--- src/rtl/rxq_pkg.sv ---
`timescale 1ns/1ps
package rxq_pkg;
  localparam int DATA_W = 8;
  localparam int TAG_W  = 3;
  localparam int LVL_TOP = 60;

  typedef struct packed {
    logic [DATA_W-1:0] data;
    logic [TAG_W-1:0]  tags;
  } rx_entry_t;

  // receive level for a selection
  function automatic int trig_level(input logic [1:0] sel);
    case (sel)
      2'd0:    return 8;
      2'd1:    return 16;
      2'd2:    return 56;
      default: return 60;
    endcase
  endfunction

  // next table level above the selection; the top entry saturates
  function automatic int upper_mark(input logic [1:0] sel);
    if (sel == 2'd3) return LVL_TOP;
    return trig_level(sel + 2'd1);
  endfunction

  // next table level below the selection; the bottom entry means empty
  function automatic int lower_mark(input logic [1:0] sel);
    if (sel == 2'd0) return 0;
    return trig_level(sel - 2'd1);
  endfunction
endpackage

--- src/rtl/rxq_store.sv ---
`timescale 1ns/1ps
module rxq_store
  import rxq_pkg::*;
#(
  parameter int DEPTH = 64,
  localparam int AW = $clog2(DEPTH),
  localparam int CW = $clog2(DEPTH + 1)
) (
  input  logic          clk,
  input  logic          rst_n,
  input  logic          wr_req,
  input  rx_entry_t     wr_entry,
  input  logic          rd_req,
  output rx_entry_t     rd_entry,
  output logic [CW-1:0] count,
  output logic          overrun,
  output logic          push_ok,
  output logic          pop_ok,
  output logic          drop
);
  rx_entry_t     mem [DEPTH];
  logic [AW-1:0] wptr, rptr;
  logic          full, empty;

  assign full    = (count == CW'(DEPTH));
  assign empty   = (count == '0);
  assign pop_ok  = rd_req && !empty;
  assign push_ok = wr_req && (!full || pop_ok);
  assign drop    = wr_req && !push_ok;

  function automatic logic [AW-1:0] bump(input logic [AW-1:0] p);
    return (p == AW'(DEPTH - 1)) ? '0 : p + 1'b1;
  endfunction

  always_ff @(posedge clk) begin
    if (push_ok) mem[wptr] <= wr_entry;
  end

  always_ff @(posedge clk) begin
    if (!rst_n) begin
      wptr     <= '0;
      rptr     <= '0;
      count    <= '0;
      rd_entry <= '0;
      overrun  <= 1'b0;
    end else begin
      if (push_ok) wptr <= bump(wptr);
      if (pop_ok) begin
        rd_entry <= mem[rptr];
        rptr     <= bump(rptr);
      end
      case ({push_ok, pop_ok})
        2'b10:   count <= count + 1'b1;
        2'b01:   count <= count - 1'b1;
        default: count <= count;
      endcase
      if (drop) overrun <= 1'b1;
    end
  end
endmodule

--- src/rtl/rxq_rts_ctl.sv ---
`timescale 1ns/1ps
module rxq_rts_ctl
  import rxq_pkg::*;
#(
  parameter int CW = 7
) (
  input  logic          clk,
  input  logic          rst_n,
  input  logic [CW-1:0] count,
  input  logic [1:0]    sel,
  input  logic          auto_en,
  input  logic          rts_req,
  output logic [CW-1:0] hi_mark,
  output logic [CW-1:0] lo_mark,
  output logic          hold_off,
  output logic          rts_n
);
  logic live;

  assign live    = auto_en && rts_req;
  assign hi_mark = CW'(upper_mark(sel));
  assign lo_mark = CW'(lower_mark(sel));

  always_ff @(posedge clk) begin
    if (!rst_n)                hold_off <= 1'b0;
    else if (!live)            hold_off <= 1'b0;
    else if (count >= hi_mark) hold_off <= 1'b1;
    else if (count <= lo_mark) hold_off <= 1'b0;
  end

  assign rts_n = live ? hold_off : !rts_req;
endmodule

--- src/rtl/rxq_rts_irq.sv ---
`timescale 1ns/1ps
module rxq_rts_irq (
  input  logic clk,
  input  logic rst_n,
  input  logic rts_n,
  input  logic irq_en,
  input  logic stat_rd,
  output logic rise,
  output logic flag
);
  logic rts_n_q;

  assign rise = rts_n && !rts_n_q;

  always_ff @(posedge clk) begin
    if (!rst_n) begin
      rts_n_q <= 1'b1;
      flag    <= 1'b0;
    end else begin
      rts_n_q <= rts_n;
      if (irq_en && rise) flag <= 1'b1;
      else if (stat_rd)   flag <= 1'b0;
    end
  end
endmodule

--- src/rtl/rxq_rts_hyst.sv ---
`timescale 1ns/1ps
module rxq_rts_hyst
  import rxq_pkg::*;
#(
  parameter int DEPTH = 64,
  localparam int CW = $clog2(DEPTH + 1)
) (
  input  logic          clk,
  input  logic          rst_n,
  input  logic          wr_en,
  input  logic [7:0]    wr_data,
  input  logic [2:0]    wr_tags,
  input  logic          rd_en,
  output logic [7:0]    rd_data,
  output logic [2:0]    rd_tags,
  input  logic [1:0]    trig_sel,
  input  logic          auto_rts_en,
  input  logic          rts_req,
  input  logic          rts_irq_en,
  input  logic          stat_rd,
  output logic [CW-1:0] rx_count,
  output logic          data_ready,
  output logic          rts_n,
  output logic          rts_irq,
  output logic          overrun
);
  rx_entry_t     in_entry, out_entry;
  logic          push_ok, pop_ok, drop, rts_rise, hold_off;
  logic [CW-1:0] hi_mark, lo_mark;

  assign in_entry = '{data: wr_data, tags: wr_tags};
  assign rd_data  = out_entry.data;
  assign rd_tags  = out_entry.tags;

  rxq_store #(.DEPTH(DEPTH)) u_store (
    .clk(clk), .rst_n(rst_n), .wr_req(wr_en), .wr_entry(in_entry),
    .rd_req(rd_en), .rd_entry(out_entry), .count(rx_count),
    .overrun(overrun), .push_ok(push_ok), .pop_ok(pop_ok), .drop(drop)
  );

  assign data_ready = (rx_count >= CW'(trig_level(trig_sel)));

  rxq_rts_ctl #(.CW(CW)) u_rts (
    .clk(clk), .rst_n(rst_n), .count(rx_count), .sel(trig_sel),
    .auto_en(auto_rts_en), .rts_req(rts_req), .hi_mark(hi_mark),
    .lo_mark(lo_mark), .hold_off(hold_off), .rts_n(rts_n)
  );

  rxq_rts_irq u_irq (
    .clk(clk), .rst_n(rst_n), .rts_n(rts_n), .irq_en(rts_irq_en),
    .stat_rd(stat_rd), .rise(rts_rise), .flag(rts_irq)
  );
endmodule

--- config.mk ---
export PLATFORM = sky130hd
export DESIGN_NAME = rxq_rts_hyst
export DESIGN_NICKNAME = d
export VERILOG_FILES = /design/src/rtl/rxq_pkg.sv /design/src/rtl/rxq_store.sv /design/src/rtl/rxq_rts_ctl.sv /design/src/rtl/rxq_rts_irq.sv /design/src/rtl/rxq_rts_hyst.sv
export SDC_FILE = /design/constraint.sdc
export NUM_CORES = 1
export LEC_CHECK = 0
export ABC_AREA = 1
export BUFFER_PORTS_ARGS = -buffer_cell sky130_fd_sc_hd__buf_4
export CAP_MARGIN = 5
export CORE_UTILIZATION = 50
export CTS_CLUSTER_DIAMETER = 150
export DETAILED_ROUTE_END_ITERATION = 8
export GPL_TIMING_DRIVEN = 0
export HOLD_SLACK_MARGIN = 0.15
export PLACE_DENSITY = 0.64
export SYNTH_ARGS = -nofsm -noshare
export SYNTH_HDL_FRONTEND = slang
export SYNTH_SLANG_ARGS = --single-unit
--- constraint.sdc ---
create_clock -name clk -period 2.85 [get_ports clk]
set_input_delay 0.4275 -clock clk [delete_from_list [all_inputs] [get_ports clk]]
set_output_delay 0.4275 -clock clk [all_outputs]
set_load 0.1 [all_outputs]
==> results by group <==
Run status
  • Status: complete, but fails checks
  • Failing checks: setup timing

Timing
  • Min Hold Slack: around 0.24 ns
  • Final Hold Viols: 0
  • Slew Viols, Final: 0
  • Post-layout min period: 2.933 ns
  • Relative slew slack: 30.63%
  • Max Clock Freq: 341.0 MHz
  • Worst slew pin tran: 1.041 ns
  • Worst clock skew: 0.01729 ns
  • RSZ-0062 raised after global routing: no
  • Final WS setup: -0.08279 ns
  • Setup-failing EPs final: 2
  • Fin crit share: 102.9%

Clock tree
  • Root Buffer: clkbuf_16
  • Clock sinks: 738
  • CTS buffer count: 78
  • Clock latency on the worst-skew pair: approximately 0.64 ns
  • CTS tree: built
  • Max clock buf depth: 3
  • Clock transition at the registers of the reported paths: 0.06 ns
  • H-tree levels: 3

Worst hold path
  • Hold WC Path Type: input pin to register
  • HP Start: wr_en

Yosys
  • Post-synthesis sequential area ratio: ~68%
  • Post-synth EDFFs: 704
  • FF+latch count, synth: 738
  • Post-synth top area cell: edfxtp_1
  • Dominant cells by area after synthesis: edfxtp_1 (66%), nand2_1 (12%), nand3_1 (5.5%), inv_1 (4.4%), nor2_1 (3.8%)
  • Count leader, synth: nand2_1
  • Synthesis warning total: 0
  • Synth Instances: ~3.2k
  • Post-Syn Area per Cell: 10.17 um2
  • Cell area after synthesis: between 30,000 and 40,000 um2
  • Post-synthesis async set-or-reset flop share: 0%
  • Post-synth top cells: nand2_1 (1,022), edfxtp_1 (704), inv_1 (380)
  • Top_reg_cell synth: edfxtp_1
  • Share of the synthesized area in the top cell type: 65.85%
  • Post-synth cell types: 36

Global routing
  • First-pass GRT wire length: 144,600 um
  • Initial antenna violation count: 0
  • Remaining Overflow, GRT: 0
  • Vias in the first global route: approximately 22k
  • Total GRT Usage: 30.66%
  • Largest net degree at the start of global routing: 65

Power and ir drop
  • Clock Power Share: 37.2%
  • Pint: 19.64 mW
  • Pwr Total: 28.27 mW
  • Logic pwr share: 20.1%
  • Switch share: 30.51%
  • Pleak: between 15 and 20 nW
  • Max VDD drop: around 0.57 mV
  • Cell area power density: 761.9 nW/um2
  • NetSw: between 8 and 9 mW
  • Sequential share of power: about 43%

Route
  • Drt pass-1 iters: 5
  • Routed Wire Length: 100,700 um
  • Post-route ant nets: 0
  • Wire length per cell: 23.83 um
  • Drt drc: 0
  • Drt initial violations: 3,120
  • Via density: 5.544
  • DR vias: 23.43k

Final layout
  • Share of layout cells above drive strength 1: 10.91%
  • Synth-to-layout area growth: 15.58%
  • Layout Utilization: 58.61%
  • # diodes: 0
  • Design Area, Final: 37,100 um2
  • Nets: 3,360

Die
  • Core ar.: 63,310 um2
  • Die X: 255.4 um
  • Standard-cell rows: 92
  • Initial Util: 50.71%
  • Die ar.: approximately 65,000 um2
  • Ports: 43
  • Die Y: between 200 and 300 um

Placed design
  • Post-DP HPWL: 66,520 um
  • GP Congestion: 0.9974
  • Post-DP Area: 33,550 um2
  • I/O Buffers: 41
  • Place WS: -0.6468 ns

Setup path
  • Worst EP arrival: approximately 3.4 ns
  • CP endpoint kind: register
  • R2r endpoint: u_store.rd_entry[3]
  • R2r setup slk: -0.08 ns
  • Worst Setup EP: u_store.rd_entry[3]
  • FF-to-FF path depth: 10
  • CP Launch Type: register
  • Worst reg2reg startpoint: u_store.rptr[2]
  • Critical Path RT: 3.34 ns
  • WS Path Type: register to register
  • Worst Path Max Fanout: 10
  • Critical path origin: u_store.rptr[2]

Job
  • Max capacitance violation total: 0
## worst max-delay path, cell delays in order, from the launching register on
cell	delay [ns]
dfxtp_1	0.30
buf_2	0.18
clkinv_1	0.26
clkbuf_1	0.73
nand3_1	0.34
nand3_1	0.18
nand2_1	0.11
nand2_1	0.07
nand3_1	0.12
nor2_1	0.39
nor2_1	0.10
## layer usage
metal | global-route usage [%] | part of all wire [%] | vias up | wire (um)
met4 | 11.98 | 3.7 | 0 | 3720
li1 | - | - | 10630 | -
met1 | 42.47 | 40 | 11320 | 40590
met3 | 6.528 | 11 | 208 | 10630
met5 | 0 | 0 | - | 0
met2 | 47.43 | 45 | 1278 | 45770
## cell usage in the layout, fill, tap and decap left out, types with 49 or more instances in the layout
master,count
edfxtp_1,704
nor2_1,258
buf_4,70
nand3_1,350
inv_1,380
clkbuf_16,80
o21ai_0,56
buf_2,54
nand2_1,1021
clkbuf_1,49
## logic make-up (layout without fill, tap and decap cells)
group	Yosys count	in the layout	synth area share, %
other cells	1	2	0.01168
xor+xnor	3	3	0.08186
flops	738	738	67.97
simple gates	1714	1714	21.55
buf+inv	539	761	7.273
compound gates	143	143	2.311
fa+ha+maj	20	20	0.8029
## worst min-delay path by stage
stage / depth (start not counted) / slack, ns / endpoint
6_report: 5 / 0.24 / u_store.overrun
2_1_floorplan: 2 / 0.44 / u_irq.rts_n_q
3_5_place_dp: 2 / 0.47 / u_irq.flag
5_1_grt: 4 / 0.28 / u_store.rptr[0]
3_3_place_gp: 2 / 0.46 / u_irq.flag
4_1_cts: 5 / 0.19 / u_store.overrun
## what timing repair did
item                                   4_1_cts  5_1_grt
gates resized for setup                     89       26
hold buffers                                 5        0
setup endpoints to repair                  623      407
cloned                                       0        0
buffers inserted                             9       19
pin swaps                                    0       18
endpoints found under the hold margin        3        0
## registers in the layout, summed over array words and instances, names as in the netlist
register          cells
u_irq.rts_n_q         1
u_store.rptr          6
u_store.count         7
u_rts.hold_off        1
u_irq.flag            1
u_store.mem         704
u_store.overrun       1
u_store.rd_entry     11
u_store.wptr          6
## stage by stage
| step | TNS, ns | cells |
|---|---|---|
| 4_1_cts | -35.26 | 4208 |
| 6_report | -0.1003 | 4227 |
| 5_1_grt | 0 | 4227 |
| 3_3_place_gp | -287.52 | 4046 |
| 2_1_floorplan | 0 | 3159 |
| 3_5_place_dp | -285.49 | 4052 |
## power groups by stage
stage / combinational [mW] / sequential (mW) / clock (mW)
global placement: 5.41 / 12.3 / 0
finish: 5.68 / 12.1 / 10.5
floorplan: 2.92 / 12.7 / 0
global route: 6.04 / 12.1 / 11.0
CTS: 5.52 / 12.1 / 10.6
detailed placement: 5.46 / 12.3 / 0
## cell type report
type | count | area (um2)
Timing Repair Buffer | 80 | 894.6
Inverter | 388 | 1456
Tap cell | 846 | 1059
Fill cell | 5229 | 26210
Multi-Input combinational cell | 1882 | 8373
Clock inverter | 48 | 561.8
Buffer | 151 | 880.8
Sequential cell | 738 | 21820
Clock buffer | 94 | 2054
(Power assumes the default switching activity.)
